===== src/rtl/dma_chan_pkg.sv =====
package dma_chan_pkg;

    typedef enum logic {
        UNIT_BYTE = 1'b0,
        UNIT_WORD = 1'b1
    } unit_width_e;

endpackage


===== src/rtl/dma_ofs_step.sv =====
// Next offset / remaining count and end-of-run detection.
module dma_ofs_step #(
    parameter int OFS_W = 16
) (
    input  logic [OFS_W-1:0] ofs,
    input  logic [OFS_W-1:0] cnt,
    output logic [OFS_W-1:0] ofs_nxt,
    output logic [OFS_W-1:0] cnt_nxt,
    output logic             last
);
    localparam logic [OFS_W-1:0] ONE = OFS_W'(1);

    always_comb begin
        ofs_nxt = ofs + ONE;      // wraps inside the page, no carry out
        cnt_nxt = cnt - ONE;
        last    = (cnt == '0);
    end
endmodule


===== src/rtl/dma_addr_map.sv =====
// Places page and offset on the address bus for byte or word units.
module dma_addr_map
    import dma_chan_pkg::*;
#(
    parameter int PAGE_W = 8,
    parameter int OFS_W  = 16,
    localparam int ADDR_W = PAGE_W + OFS_W
) (
    input  logic [PAGE_W-1:0] page,
    input  logic [OFS_W-1:0]  ofs,
    input  unit_width_e       width,
    output logic [ADDR_W-1:0] addr
);
    logic [ADDR_W-1:0] byte_addr;
    logic [ADDR_W-1:0] word_addr;

    always_comb begin
        byte_addr = {page, ofs};
        word_addr = {page[PAGE_W-1:1], ofs, 1'b0};
        addr      = (width == UNIT_WORD) ? word_addr : byte_addr;
    end
endmodule


===== src/rtl/dma_chan_engine.sv =====
module dma_chan_engine
    import dma_chan_pkg::*;
#(
    parameter int PAGE_W = 8,
    parameter int OFS_W  = 16,
    localparam int ADDR_W = PAGE_W + OFS_W
) (
    input  logic              clk,
    input  logic              rst_n,
    input  logic              cfg_we,
    input  logic [PAGE_W-1:0] cfg_page,
    input  logic [OFS_W-1:0]  cfg_offset,
    input  logic [OFS_W-1:0]  cfg_len,
    input  logic              cfg_wide,
    input  logic              dreq,
    input  logic              grant,
    output logic              dack,
    output logic              tc,
    output logic [ADDR_W-1:0] addr,
    output logic              busy
);
    typedef struct packed {
        logic              armed;
        unit_width_e       width;
        logic              ack;
        logic [PAGE_W-1:0] page;
        logic [OFS_W-1:0]  ofs;
        logic [OFS_W-1:0]  cnt;
    } chan_state_t;

    chan_state_t st_d, st_q;

    logic [OFS_W-1:0] ofs_nxt;
    logic [OFS_W-1:0] cnt_nxt;
    logic             last_unit;
    logic             wide_q;

    dma_ofs_step #(.OFS_W(OFS_W)) i_step (
        .ofs     (st_q.ofs),
        .cnt     (st_q.cnt),
        .ofs_nxt (ofs_nxt),
        .cnt_nxt (cnt_nxt),
        .last    (last_unit)
    );

    dma_addr_map #(.PAGE_W(PAGE_W), .OFS_W(OFS_W)) i_map (
        .page  (st_q.page),
        .ofs   (st_q.ofs),
        .width (st_q.width),
        .addr  (addr)
    );

    always_comb begin
        st_d     = st_q;
        st_d.ack = 1'b0;
        if (!st_q.armed) begin
            if (cfg_we) begin
                st_d.armed = 1'b1;
                st_d.width = cfg_wide ? UNIT_WORD : UNIT_BYTE;
                st_d.page  = cfg_page;
                st_d.ofs   = cfg_offset;
                st_d.cnt   = cfg_len;
            end
        end else if (st_q.ack) begin
            // unit completed: step the offset and count
            st_d.ofs = ofs_nxt;
            st_d.cnt = cnt_nxt;
            if (last_unit) begin
                st_d.armed = 1'b0;
            end
        end else if (dreq && grant) begin
            st_d.ack = 1'b1;
        end
    end

    always_ff @(posedge clk) begin
        if (!rst_n) begin
            st_q <= '0;
        end else begin
            st_q <= st_d;
        end
    end

    assign dack   = st_q.ack;
    assign tc     = st_q.ack & last_unit;
    assign busy   = st_q.armed;
    assign wide_q = (st_q.width == UNIT_WORD);
endmodule


===== config.mk =====
export PLATFORM = sky130hd
export DESIGN_NAME = dma_chan_engine
export DESIGN_NICKNAME = d
export VERILOG_FILES = /design/src/rtl/dma_chan_pkg.sv /design/src/rtl/dma_ofs_step.sv /design/src/rtl/dma_addr_map.sv /design/src/rtl/dma_chan_engine.sv
export SDC_FILE = /design/constraint.sdc
export NUM_CORES = 1
export LEC_CHECK = 0
export BUFFER_PORTS_ARGS = -buffer_cell sky130_fd_sc_hd__buf_2
export CORE_MARGIN = 2
export CORE_UTILIZATION = 55
export DETAILED_ROUTE_END_ITERATION = 7
export GPL_ROUTABILITY_DRIVEN = 0
export PLACE_DENSITY = 0.83
export SYNTH_ARGS = -nofsm -noshare
export SYNTH_HDL_FRONTEND = slang
export SYNTH_SLANG_ARGS = --single-unit

===== constraint.sdc =====
create_clock -name clk -period 2.9 [get_ports clk]
set_input_delay 0.435 -clock clk [delete_from_list [all_inputs] [get_ports clk]]
set_output_delay 0.435 -clock clk [all_outputs]
set_load 0.005 [all_outputs]

# Yosys cells after proc, flatten, opt, wreduce, memory -nomap -nowiden
# Cells that the tools add are included.
dict set report op_classes {
  n_mux 10
  bitwise_logic 3
  n_reduce_logical 6
  add_sub_neg 2
  eq_ne 1
}
# op n
set ops {}
lappend ops {{32-bit two-way mux} 3}
lappend ops {{17-bit two-way mux} 1}
lappend ops {{16-bit by 1-bit adder with 16-bit output (second input constant)} 1}
lappend ops {{16-bit zero test} 1}
lappend ops {{16-bit by 1-bit subtractor with 16-bit output (second input constant)} 1}
lappend ops {{1-bit two-way mux} 5}
lappend ops {{2-bit AND reduction} 2}
lappend ops {{3-bit OR reduction} 1}
lappend ops {{2-bit two-way mux} 1}
lappend ops {{2-bit != test (second input constant)} 1}
lappend ops {{1-bit NOT} 2}
lappend ops {{2-bit nonzero test} 1}
lappend ops {{1-bit AND} 1}
lappend ops {{1-bit logical AND} 1}
dict set report totals {
  wordCells 28
  regBits 43
  input_bits 46
}

# Logic depth before layout (Yosys ltp)
dict set report logic_depth {
  depth_word 4
  mapped_depth 6
}

# By module
# Synthesis repeated with hierarchy kept, for this count alone.
dict set report hier_totals {
  cells_unflattened 295
  area_unflattened_um2 2776.4
}
# module instances area_each_um2 cells_per_inst seq_area_each_um2
set modules_own_cells {}
lappend modules_own_cells {dma_chan_engine 1 1953.1 193 860.8}
lappend modules_own_cells {dma_ofs_step 1 516.7 76 0.0}
lappend modules_own_cells {dma_addr_map 1 306.5 26 0.0}

# Worst setup path before layout
# OpenSTA, ideal clock, no wires.
dict set report synth_path {
  path_kind {register -> register}
  from {register st_q[16] (netlist name)}
  to {register st_q[30] (netlist name)}
  setup_ps 74
  path_slack_ps 1070
  arrival_time_ps 1756
  path_buffers 0
  path_stages_with_launch 6
  path_cell_list {dfxtp_1 > ha_1 > nand4_1 > or4_1 > or3_1 > a31oi_1}
}
dict set report synth_between {
  elab_chain_cells 3
}
# item line
set synth_rtl {}
lappend synth_rtl {{from (decl)} dma_chan_engine.sv:31} ;# chan_state_t st_d, st_q;
lappend synth_rtl {{from (signal assigned)} dma_chan_engine.sv:80} ;# st_q <= st_d;
lappend synth_rtl {{16-bit by 1-bit adder with 16-bit output} dma_ofs_step.sv:14} ;# ofs_nxt = ofs + ONE;
lappend synth_rtl {{32-bit two-way mux} dma_chan_engine.sv:64} ;# end else if (st_q.ack) begin
lappend synth_rtl {{32-bit two-way mux} dma_chan_engine.sv:56} ;# if (!st_q.armed) begin
# No other way between the ends. The select of a mux whose other input is x is not followed.
# A chain may end at the register's enable or synchronous reset.

# Worst setup path in the final report
dict set report layout_path {
  from {register st_q[0] (netlist name)}
  to {output port tc}
}
dict set report layout_between {
  elab_chain_cells 2
}
# item line
set layout_rtl {}
lappend layout_rtl {{16-bit zero test} dma_ofs_step.sv:16} ;# last = (cnt == '0);
lappend layout_rtl {{1-bit AND} dma_chan_engine.sv:85} ;# assign tc = st_q.ack & last_unit;
lappend layout_rtl {{to (decl)} dma_chan_engine.sv:18} ;# output logic tc,
# No other way between the ends.

==> Implementation_results.wiki <==
{| class="wikitable"
! Metric !! Value
|-
| Number of maximum-capacitance constraint violations || 0
|-
| Count of antenna-violating nets left after detailed routing || 0
|-
| Logic depth of the worst register-to-register path || 5
|-
| TritonCTS clock tree || done
|-
| Core box area || ~4700 sq um
|-
| Final Skew || 0.00800 ns
|-
| Effective utilization at floorplan || 56.4%
|-
| Most instantiated flip-flop cell in the synthesis netlist || sky130_fd_sc_hd__dfxtp_1
|-
| Post-synthesis sequential area ratio || 32.5%
|-
| Synth Cell Area || 2650 sq um
|-
| Gate count after technology mapping || around 340
|-
| Time the worst path needs with I/O delays and setup || 2.40 ns
|-
| Area occupied by registers || roughly 860 sq um
|-
| Fraction of registers with async set or reset after synthesis || 0%
|-
| Unrepaired setup endpoints after global routing || false
|-
| Worst path slowest cell || sky130_fd_sc_hd__or3b_1
|-
| Delay contributed by the slowest stage of the critical path || ~0.45 ns
|-
| Vias in the first global route || 2,441
|-
| Maximum number of pins on one net before global-route repair || 22
|-
| Max transition margin || 47.2%
|-
| Endpoint arrival time on the critical path || about 2.0 ns
|-
| Share of the clock period used by the worst path after layout || 82.8%
|-
| Net count after synthesis || 385
|-
| Biggest area contributors in the synthesized netlist || sky130_fd_sc_hd__dfxtp_1 (33%), sky130_fd_sc_hd__mux2_2 (6.8%), sky130_fd_sc_hd__nand2_1 (6.7%), sky130_fd_sc_hd__a21oi_1 (6.4%), sky130_fd_sc_hd__mux2i_1 (3.0%)
|-
| Vertical die dimension || between 70 and 80 um
|-
| Sink Count || 43
|-
| Cell Chain, Critical Path || inv_1 > ha_1 > or3b_1 > nor4_1 > buf_2
|-
| Flip-flop and latch count after synthesis || 43
|-
| R2R setup slack || 0.83 ns
|-
| Worst Hold Launch || grant
|-
| Top-area cell type share of the netlist area || 32.5%
|-
| CP delay by family, top || simple AND/OR/NAND/NOR gates
|-
| Number of DRC markers in iteration 0 || about 310
|-
| Number of hold-repair buffers added at the cts stage || 0
|-
| Detail-routed net length per standard cell || 16.6 um
|-
| Number of resized instances in the post-cts repair step || 0
|-
| Post-Route WL || 7.40 mm
|-
| Instance count along the most critical hold path || 3
|-
| Fin. Hold Viols || 0
|-
| Wire length of the first global-routing pass || roughly 12 mm
|-
| Layout Nets || 440
|-
| Actual transition at the worst max-transition pin || 0.792 ns
|-
| Type of the tightest min-delay check || input pin to flip-flop
|-
| Final instance area || 3060 sq um
|-
| Setup fix buffers added after clock tree synthesis || 0
|-
| Floorplan die area || between 5000 and 6000 sq um
|-
| Site Rows || 25
|-
| Library cell with the largest summed area after synthesis || sky130_fd_sc_hd__dfxtp_1
|-
| Layout overhead on the synthesized area || 15.7%
|-
| Cell count after placement || 439
|-
| Category of the worst setup path launch point || flip-flop
|-
| Max Slew Vio Count || 0
|-
| Setup violators final || 0
|-
| DR DRC count || 0
|-
| Root buffer cell || sky130_fd_sc_hd__clkbuf_8
|-
| Power density cells || 455 nW/um^2
|-
| Aggregate global-route resource usage || 27.8%
|-
| Placed wire-length estimate || 5.16 mm
|-
| Post-route core utilization || 65.3%
|-
| Number of port buffers || 72
|-
| Count of synthesis-stage warnings from yosys || 0
|-
| I/O pin total || 73
|-
| Most used cells in the layout excluding fill and tap cells || sky130_fd_sc_hd__buf_2 (72), sky130_fd_sc_hd__nand2_1 (47), sky130_fd_sc_hd__dfxtp_1 (43), sky130_fd_sc_hd__a21oi_1 (34), sky130_fd_sc_hd__nor2_1 (17)
|-
| Number of unique standard cell types used by synthesis || 61
|-
| Leakage component of the power || approximately 1.3 nW
|-
| Maximum number of buffers from clock root to sink || 2
|-
| Initial antenna violation count || 0
|-
| Endpoint of the worst hold-timing path || dack$_SDFF_PP0_
|-
| H-Tree Level Count || 2
|-
| Total overflow reported by the global router || 0
|-
| Highest clock frequency the design can meet || ~420 MHz
|-
| Final std cells w/o fill || 447
|-
| Placed inst area || 2980 sq um
|-
| Count of fill cells added during filler insertion || about 430
|-
| Clock buffers created by TritonCTS || 5
|-
| Inserted Diodes || 0
|-
| Overall power of the completed layout || 0.00139 W
|-
| Category of the critical setup timing path || flip-flop to output port
|-
| Setup crit end kind || output port
|-
| Number of buffers and inverters on the critical path || 2
|-
| Data required, critical path || 2.47 ns
|-
| Die width || 73.4 um
|-
| First-pass detailed-route iteration total || 7
|-
| Insertion delay to the later sink of the worst-skew pair || 0.30 ns
|-
| Share of post-route cells with drive strength above 1 || 28.2%
|-
| Total number of vias || between 2,000 and 3,000
|-
| Commonest non-fill, non-tap cell in the layout || sky130_fd_sc_hd__buf_2
|-
| Reg-to-Reg End || st_q[30]$_SDFFE_PN0P_
|-
| Area of the multi-input gates || 1610 sq um
|-
| Status || complete, no violations
|-
| Peak supply drop || 0.000325 V
|-
| Via density per instance || 6.32
|-
| Count of flip-flops with a built-in enable after synthesis || 0
|-
| Highest net fanout along the worst path || 4
|-
| R2R Path Start || st_q[16]$_SDFFE_PN0P_
|-
| Mean instance size in the synthesized netlist || 7.85 sq um
|-
| Clock-pin slew on the worst setup and hold paths || 0.09 ns
|-
| Total Negative Setup Slacks || 0 ns
|}
-- worst max-delay path by stage --
| stage | cells past startpoint | slack, ns | to | startpoint |
|---|---|---|---|---|
| global placement | 5 | 0.89 | tc | st_q[0]$_SDFFE_PN0P_ |
| global route | 5 | 0.44 | tc | st_q[0]$_SDFFE_PN0P_ |
| floorplan | 5 | 1.07 | st_q[30]$_SDFFE_PN0P_ | st_q[16]$_SDFFE_PN0P_ |
| finish | 5 | 0.50 | tc | st_q[0]$_SDFFE_PN0P_ |
| detailed placement | 5 | 0.86 | tc | st_q[0]$_SDFFE_PN0P_ |
| CTS | 5 | 0.52 | tc | st_q[0]$_SDFFE_PN0P_ |
-- cells in the mapped netlist (3+ instances only) --
master and number:
sky130_fd_sc_hd__a211oi_1 5, sky130_fd_sc_hd__nor2_1 17, sky130_fd_sc_hd__o21ai_1 6, sky130_fd_sc_hd__dfxtp_1 43, sky130_fd_sc_hd__nand2_1 47, sky130_fd_sc_hd__and3_1 7
sky130_fd_sc_hd__buf_4 9, sky130_fd_sc_hd__or4_1 3, sky130_fd_sc_hd__a31oi_1 5, sky130_fd_sc_hd__o21ai_0 6, sky130_fd_sc_hd__nand3_1 13, sky130_fd_sc_hd__nor3b_1 3
sky130_fd_sc_hd__clkbuf_1 18, sky130_fd_sc_hd__inv_1 5, sky130_fd_sc_hd__nor4_1 9, sky130_fd_sc_hd__buf_2 3, sky130_fd_sc_hd__nor2b_1 5, sky130_fd_sc_hd__o22ai_1 6
sky130_fd_sc_hd__nand4_1 9, sky130_fd_sc_hd__a21oi_1 34, sky130_fd_sc_hd__mux2i_1 8, sky130_fd_sc_hd__nor3_1 9, sky130_fd_sc_hd__mux2_2 16, sky130_fd_sc_hd__or3_1 5
-- cell families after synthesis --
family / Yosys count / synth area share, %
and+or+nand+nor: 141 / 28.3
AOI/OAI and AO/OA: 87 / 21.0
DFF: 43 / 32.5
buffers and inverters: 39 / 6.95
muxes: 25 / 10.3
adders and majority gates: 2 / 0.945
-- through the flow --
stage	hold WS, ns	setup WS, ns
2_1_floorplan	0.434	1.07
3_3_place_gp	0.440	0.888
3_5_place_dp	0.447	0.857
4_1_cts	0.350	0.521
5_1_grt	0.355	0.437
6_report	0.344	0.499
-- sequential cells by signal, summed over array words and instances, names as in the netlist --
signal / cells
wide_q: 1
st_q: 40
busy: 1
dack: 1
-- layout make-up --
cell class,count,area share [%]
clock buffers,7,2.49
clock inverters,1,0.163
inverters,7,0.858
multi-input cells,255,52.4
flip-flops and latches,43,28.1
well taps,54,2.21
repair buffers,80,13.7
-- per-layer routing --
| metal | up-vias | GRT usage [%] | part of all wire (%) |
|---|---|---|---|
| met5 | - | 0 | 0 |
| met1 | 1285 | 38.1 | 42 |
| li1 | 1348 | - | - |
| met3 | 24 | 7.13 | 9.8 |
| met2 | 166 | 43.0 | 46 |
| met4 | 0 | 8.48 | 2.3 |
-- power breakdown --
| group | internal [W] | switching, W | leakage (nW) |
|---|---|---|---|
| combinational | 0.000144 | 0.000173 | 0.897 |
| sequential | 0.000631 | 0.0000629 | 0.353 |
| clock | 0.000169 | 0.000212 | 0.0422 |
-- worst min-delay path: cells and delay by family --
family | cells | cell delay, ns
buffers and inverters | 1 | 0.09
AND/OR/NAND/NOR | 2 | 0.08
Note: power is estimated with default switching activity, not from simulation.
